===== src/rtl/tlb_ctl_pkg.sv =====
package tlb_ctl_pkg;

    // Bit positions inside the control word
    localparam int F_AT    = 0;
    localparam int F_IXM   = 1;
    localparam int F_FLUSH = 2;
    localparam int F_RC_LO = 4;
    localparam int F_SVM   = 8;

    // Source of the next replacement-counter value
    typedef enum logic [1:0] {
        RC_KEEP = 2'd0,
        RC_STEP = 2'd1,
        RC_FILL = 2'd2,
        RC_LOAD = 2'd3
    } rc_src_e;

endpackage


===== src/rtl/tlb_way_pick.sv =====
module tlb_way_pick
    import tlb_ctl_pkg::*;
#(
    parameter int WAYS = 4,
    parameter int RC_W = $clog2(WAYS)
) (
    input  logic            clk,
    input  logic            rst_n,
    input  logic [WAYS-1:0] way_valid,
    input  logic [RC_W-1:0] rc_cur,
    input  logic            miss_i,
    input  logic            fault_i,
    input  logic [RC_W-1:0] fault_way_i,
    output rc_src_e         rc_src,
    output logic [RC_W-1:0] rc_next
);

    localparam logic [RC_W-1:0] LAST_WAY = RC_W'(WAYS - 1);

    logic [RC_W-1:0] first_free;
    logic            any_free;
    logic [RC_W-1:0] stepped;

    // Find the lowest-numbered empty way; scan downwards so the lowest index wins.
    always_comb begin
        first_free = '0;
        any_free   = 1'b0;
        for (int w = WAYS - 1; w >= 0; w--) begin
            if (!way_valid[w]) begin
                first_free = RC_W'(w);
                any_free   = 1'b1;
            end
        end
    end

    assign stepped = (rc_cur == LAST_WAY) ? '0 : rc_cur + 1'b1;

    always_comb begin
        rc_src  = RC_KEEP;
        rc_next = rc_cur;
        if (fault_i) begin
            rc_src  = RC_LOAD;
            rc_next = fault_way_i;
        end else if (miss_i && any_free) begin
            rc_src  = RC_FILL;
            rc_next = first_free;
        end else if (miss_i) begin
            rc_src  = RC_STEP;
            rc_next = stepped;
        end
    end

    AST_FILL_TARGET_EMPTY: assert property (@(posedge clk) disable iff (!rst_n)
        (rc_src == RC_FILL) |-> !way_valid[rc_next]);
    AST_STEP_ONLY_WHEN_FULL: assert property (@(posedge clk) disable iff (!rst_n)
        (rc_src == RC_STEP) |-> (&way_valid));

endmodule


===== src/rtl/tlb_set_index.sv =====
module tlb_set_index #(
    parameter int VA_W    = 32,
    parameter int ASID_W  = 8,
    parameter int IDX_W   = 5,
    parameter int IDX_LSB = 12
) (
    input  logic [VA_W-1:0]   vaddr,
    input  logic [ASID_W-1:0] asid,
    input  logic              hash_mode,
    output logic [IDX_W-1:0]  set_idx
);

    logic [IDX_W-1:0] va_field;
    logic [IDX_W-1:0] asid_field;

    assign va_field = vaddr[IDX_LSB +: IDX_W];

    generate
        if (ASID_W >= IDX_W) begin : g_asid_wide
            assign asid_field = asid[IDX_W-1:0];
        end else begin : g_asid_narrow
            assign asid_field = {{(IDX_W-ASID_W){1'b0}}, asid};
        end
    endgenerate

    assign set_idx = hash_mode ? (va_field ^ asid_field) : va_field;

endmodule


===== src/rtl/tlb_ctl.sv =====
module tlb_ctl
    import tlb_ctl_pkg::*;
#(
    parameter int DATA_W  = 32,
    parameter int WAYS    = 4,
    parameter int VA_W    = 32,
    parameter int ASID_W  = 8,
    parameter int IDX_W   = 5,
    parameter int IDX_LSB = 12
) (
    input  logic              clk,
    input  logic              rst_n,
    input  logic              wr_en,
    input  logic [DATA_W-1:0] wr_data,
    output logic [DATA_W-1:0] rd_data,
    input  logic              miss_evt,
    input  logic              fault_evt,
    input  logic [1:0]        fault_way,
    input  logic [WAYS-1:0]   way_valid,
    input  logic [VA_W-1:0]   vaddr,
    input  logic [ASID_W-1:0] asid,
    output logic [IDX_W-1:0]  set_idx,
    output logic [1:0]        repl_way,
    output logic              flush_pulse,
    output logic              xlat_en,
    output logic              single_space
);

    localparam int RC_W = $clog2(WAYS);

    typedef struct packed {
        logic            svm;
        logic [RC_W-1:0] rc;
        logic            ixm;
        logic            at;
    } ctl_t;

    ctl_t            ctl_d, ctl_q;
    rc_src_e         rc_src;
    logic [RC_W-1:0] rc_next;

    tlb_way_pick #(.WAYS(WAYS), .RC_W(RC_W)) u_way_pick (
        .clk         (clk),
        .rst_n       (rst_n),
        .way_valid   (way_valid),
        .rc_cur      (ctl_q.rc),
        .miss_i      (miss_evt),
        .fault_i     (fault_evt),
        .fault_way_i (fault_way[RC_W-1:0]),
        .rc_src      (rc_src),
        .rc_next     (rc_next)
    );

    tlb_set_index #(
        .VA_W(VA_W), .ASID_W(ASID_W), .IDX_W(IDX_W), .IDX_LSB(IDX_LSB)
    ) u_set_index (
        .vaddr     (vaddr),
        .asid      (asid),
        .hash_mode (ctl_q.ixm),
        .set_idx   (set_idx)
    );

    // Next-state computation: software write first, then the hardware update overrides the counter.
    always_comb begin
        ctl_d = ctl_q;
        if (wr_en) begin
            ctl_d.svm = wr_data[F_SVM];
            ctl_d.rc  = wr_data[F_RC_LO +: RC_W];
            ctl_d.ixm = wr_data[F_IXM];
            ctl_d.at  = wr_data[F_AT];
        end
        if (rc_src != RC_KEEP) begin
            ctl_d.rc = rc_next;
        end
    end

    always_ff @(posedge clk or negedge rst_n) begin
        if (!rst_n) begin
            ctl_q <= '0;
        end else begin
            ctl_q <= ctl_d;
        end
    end

    always_comb begin
        rd_data                     = '0;
        rd_data[F_SVM]              = ctl_q.svm;
        rd_data[F_RC_LO +: RC_W]    = ctl_q.rc;
        rd_data[F_IXM]              = ctl_q.ixm;
        rd_data[F_AT]               = ctl_q.at;
    end

    assign flush_pulse  = wr_en & wr_data[F_FLUSH];
    assign xlat_en      = ctl_q.at;
    assign single_space = ctl_q.svm;
    assign repl_way     = 2'(ctl_q.rc);

    AST_RC_STEP_WRAP: assert property (@(posedge clk) disable iff (!rst_n)
        (miss_evt && (&way_valid)) |=> (repl_way == 2'($past(repl_way) + 2'd1)));
    AST_RC_FILL_WAY0: assert property (@(posedge clk) disable iff (!rst_n)
        (miss_evt && !way_valid[0]) |=> (repl_way == 2'd0));
    AST_RC_FAULT_LOAD: assert property (@(posedge clk) disable iff (!rst_n)
        fault_evt |=> (repl_way == $past(fault_way)));
    AST_EVT_EXCLUSIVE: assert property (@(posedge clk) disable iff (!rst_n)
        !(miss_evt && fault_evt));
    AST_SW_RC_WRITE: assert property (@(posedge clk) disable iff (!rst_n)
        (wr_en && !miss_evt && !fault_evt) |=> (rd_data[5:4] == $past(wr_data[5:4])));
    AST_FLUSH_NEEDS_WRITE: assert property (@(posedge clk) disable iff (!rst_n)
        flush_pulse |-> wr_en);
    AST_FLUSH_READS_ZERO: assert property (@(posedge clk) disable iff (!rst_n)
        rd_data[F_FLUSH] == 1'b0);

endmodule


===== config.mk =====
export PLATFORM = sky130hd
export DESIGN_NAME = tlb_ctl
export DESIGN_NICKNAME = d
export VERILOG_FILES = /design/src/rtl/tlb_ctl_pkg.sv /design/src/rtl/tlb_way_pick.sv /design/src/rtl/tlb_set_index.sv /design/src/rtl/tlb_ctl.sv
export SDC_FILE = /design/constraint.sdc
export NUM_CORES = 1
export LEC_CHECK = 0
export ABC_AREA = 1
export BUFFER_PORTS_ARGS = -buffer_cell sky130_fd_sc_hd__buf_2
export CAP_MARGIN = 25
export CORE_AREA = 3 3 58 60
export DETAILED_ROUTE_END_ITERATION = 7
export DIE_AREA = 0 0 61 63
export HOLD_SLACK_MARGIN = 0.03
export PLACE_DENSITY_LB_ADDON = 0.2
export SYNTH_ARGS = -nofsm -noshare
export SYNTH_HDL_FRONTEND = slang
export SYNTH_SLANG_ARGS = --single-unit

===== constraint.sdc =====
create_clock -name clk -period 1.2 [get_ports clk]
set_clock_uncertainty 0.05 [all_clocks]
set_input_delay 0.12 -clock clk [delete_from_list [all_inputs] [get_ports clk]]
set_output_delay 0.12 -clock clk [all_outputs]
set_load 0.005 [all_outputs]

Word level (Yosys, flattened, before mapping). Cells that the tools add are included.

Word-level logic and storage cells: 31. Register bits: 5. Output and inout bits: 42. Bits of input ports: 83.

Bitwise gates (word level): 2. Equal/unequal tests: 2. Reductions and logical operators: 4. Add/sub/neg operators: 1. Muxes and demuxes: 18.

Operators with widths (number): $mux 2 (11); $mux 1 (5); $mux 5 (1); $xor 5x5->5 (1); $mux 4 (1); $ne 4x3->1 const B (1); $reduce_bool 2->1 (2); $add 2x1->2 const B (1); $eq 2x2->1 const B (1); $reduce_and 2->1 (1); $and 1x1->1 (1); $logic_and 1x1->1 (1).

Longest topological paths before layout.
Depth in word-level cells: 10. Mapped depth: 7. Gate-level depth less buffers: 7.

Modules after synthesis. From an unflattened synthesis, not the netlist that was laid out.

Cell total of the unflattened synthesis: 127. Area, all modules: 737.0 µm².

By module, submodules not included: tlb_ctl (area each 470.5 µm², cells an instance 64, sequential area each 125.1 µm², times used 1); tlb_way_pick (area each 136.4 µm², cells an instance 32, sequential area each 0.0 µm², times used 1); tlb_set_index (area each 130.1 µm², cells an instance 31, sequential area each 0.0 µm², times used 1).

Least setup slack after synthesis. No wires, ideal clock.

Path kind: register to register. From: register ctl_q (netlist bit repl_way[0]). To: register ctl_q (netlist bit repl_way[1]). Arrival: 1.001 ns. Path buffers: 0. Path slack: 0.037 ns. Required time: 1.037 ns. Clock period less this slack: 1.163 ns. Cell stages (with the launch flop): 6. Cell sequence: dfrtp_1 ha_1 o21ai_0 nand3_1 nand2_1 inv_1.

Cells in the longest elaborated chain, start to end: 6. Elaborated cells between the ends (all ways): 7. Those cells by class: add/sub (1); eq/ne (1); mux (5).

RTL lines: start, declared (RTL line tlb_ctl.sv:38) `ctl_t ctl_d, ctl_q;`; start signal, assigned (RTL line tlb_ctl.sv:81) `ctl_q <= ctl_d;`; $add 2x1->2 / $eq 2x2->1 (equally long branches) (RTL line tlb_way_pick.sv:36) `assign stepped = (rc_cur == LAST_WAY) ? '0 : rc_cur + 1'b1;`; $mux 2 * (RTL line tlb_way_pick.sv:36); $mux 2 * (RTL line tlb_way_pick.sv:47) `end else if (miss_i) begin`; $mux 2 * (RTL line tlb_way_pick.sv:44) `end else if (miss_i && any_free) begin`; $mux 2 * (RTL line tlb_way_pick.sv:41) `if (fault_i) begin`; $mux 2 * (RTL line tlb_ctl.sv:72) `if (rc_src != RC_KEEP) begin`.

Mark *: on every way between the ends. The rest lies on a longest branch, timed or not. The select of a mux whose other input is x is not followed. A chain may end at the register's enable or synchronous reset.

Final worst setup path.
From: register ctl_q (netlist bit rd_data[1]). To: output port set_idx[3].

Cells in the longest elaborated chain, start to end: 1.

RTL lines: $mux 5 (RTL line tlb_set_index.sv:26) `assign set_idx = hash_mode ? (va_field ^ asid_field) : va_field;`; end, declared (RTL line tlb_ctl.sv:22) `output logic [IDX_W-1:0] set_idx,`.

No other way between the ends.

==> impl_results.md <==
- Status: finished, violations left
- Failing checks: setup timing
- Period utilization: 104.3%
- Final net count: approximately 220
- Multi-input logic area: a little over 300 um^2
- Flop pwr share: between 30% and 40%
- N_diodes: 0
- P&R area growth vs syn: 29.00%
- Die width: ~60 um
- Tot GR Track Use: 6.961%
- Sequential-to-total area share from yosys stat: ~20%
- Syn Area/Cell: 6.727 um^2
- Hold Path Class: input port to register
- CTS tree: done
- Root Driver: clkbuf_4
- Area of the core: around 0.0030 mm^2
- Setup Viol. Count Final: 5
- Grt total ovfl: 0
- Initial core utilization: between 20% and 30%
- Comb power frac: 36.3%
- CTS Sinks: 5
- Post-Syn Area: ~630 um^2
- Crit. End Element: output pin
- Arr. time, crit path: between 1000 and 1500 ps
- Half-perimeter wire length after placement: 1210 um
- DRC errors left: 0
- CTS H-tree depth: 1
- Worst-path clk slew: ~40 ps
- Fin. Hold Viols: 0
- Vias: 580
- Worst ir drop on vdd: between 0.15 and 0.2 mV
- I/O pins: around 130
- Synth warnings: 0
- WL final: 1356 um
- Most common cell after layout, fill and taps aside: buf_2
- P_sw: around 190 uW
- Port bufs: slightly above 40
- Final Max Slew Viols: 0
- Number of global-route vias before repair: 536
- Post-layout min period: roughly 1300 ps
- Synth area leaders: buf_4 38%, dfrtp_1 20%, nand2_1 14%, inv_1 7.8%, xor2_1 7.0%
- Pre-antenna DRT Iters: 4
- Most frequent cells in the layout: 41 x buf_2, 27 x conb_1, 22 x nand2_1, 13 x inv_1, 5 x xor2_1
- Largest net degree at the start of global routing: 8
- Sw Share: between 30% and 40%
- Crit path kind: register to output pin
- CP startpoint kind: register
- Crit-path max FO: 7
- Layout cells sized above 1: a little under two fifths
- Via/cell ratio: approximately 3.4
- First-pass GRT wire length: ~2000 um
- Clock latency on the worst-skew pair: 230 ps
- Clock Path Buffers: 2
- Post-synth top area cell: buf_4
- Yosys cell types: 14
- Setup Slack @ Placement: -8.099 ps
- Total negative slack: -189.8 ps
- Finished Core Util: 27.10%
- Leakage: ~0.00053 uW
- Die H: ~63 um
- Seq cells post-synth: 5
- Postcts setup bufs: 0
- Placed inst area: about 740 um^2
- Initial antenna violation count: 0
- Internal power: between 400 and 500 uW
- Maxcap violations: 0
- FF+latch area: ~130 um^2
- Die area: roughly 0.0038 mm^2
- Fillers: around 350
- Std-Cell Rows: 20
- TritonCTS buffer count: 3
- Unrepaired setup endpoints after global routing: yes
- Fin worst setup slack: -51.84 ps
- Antenna Violating Nets Remaining: 0
- PwrDens: 753.9 mW/mm^2
- Yosys top cell area share: between 30% and 40%
- Tot Pwr: slightly above 600 uW
- Clk pwr share: 30.9%
- WL/cell: 7.976 um
- Cells on worst reg2reg path: 5
- Placer congestion estimate: just under 0.8
- Final instance area: about 810 um^2
- Gate Count Post-Synth: 93
- Worst Hold Depth: 3
- Initial DRC Count: 16
- Fmax: about 0.80 GHz
- WP data required: between 1000 and 1500 ps
final timing paths:
kind                       slack (ps)          from            to
max                               -50    rd_data[1]    set_idx[3]
min                                40    wr_data[0]       xlat_en
max reg2reg                        50   repl_way[0]   repl_way[1]
min reg2reg                       450  single_space  single_space
max in group asynchronous         760         rst_n    rd_data[1]
min in group asynchronous         190         rst_n    rd_data[1]
power groups by stage:
stage	Combinational (uW)	Clock, uW	Sequential (uW)
6_report	221	188	199
5_1_grt	258	213	202
4_1_cts	219	200	200
3_5_place_dp	212	0	201
3_3_place_gp	210	0	201
2_1_floorplan	175	0	203
synth_stat cells, drive strengths merged:
master	count
inv	14
conb	1
ha	1
dfrtp	5
nor2	4
nand3	1
buf	32
a21oi	1
xor2	5
o21ai	3
or2	1
nand3b	1
nand2	24
final cells by class:
type	count	share of cell area, %
inverters	14	6.512
repair buffers	46	31.01
multi-input cells	68	38.45
flip-flops and latches	5	15.66
well taps	33	5.116
clock buffers	4	3.256
worst max-delay path, stage by stage (launching register included):
cell and delay, ps:
dfrtp_2 450, nand2_1 100, xor2_1 140, inv_1 40, buf_2 120
state kept, by name, summed over array words and instances, names as in the netlist:
name          cells
rd_data           1
repl_way          2
single_space      1
xlat_en           1
repair_timing:
action	in CTS	in global routing
setup endpoints to repair	6	7
gates cloned	0	0
hold buffers	2	1
hold endpoints to repair	6	1
pin swaps	0	3
resized for setup	3	2
layer usage:
| layer | up-vias | track usage [%] | wire length (um) |
|---|---|---|---|
| met5 | - | 0 | 0 |
| met4 | 0 | 3.252 | 0 |
| met3 | 0 | 2.893 | 203 |
| met2 | 45 | 12.17 | 609 |
| met1 | 235 | 6.815 | 543 |
| li1 | 300 | - | - |
stage by stage:
step	hold WS, ps	cells
final	43.31	170
after floorplan	-225.6	119
after detailed placement	-107.9	163
after CTS	31.05	169
after global placement	-112.5	163
after global routing	54.31	170
logic make-up after synthesis:
group / after synthesis / synth area share, %
flops: 5 / 20.00
xor+xnor: 5 / 7.000
other cells: 1 / 0.5994
buf+inv: 46 / 46.80
simple gates: 31 / 19.80
fa+ha+maj: 1 / 2.000
compound gates: 4 / 3.800
No activity file was read; power rests on OpenSTA's default activity.
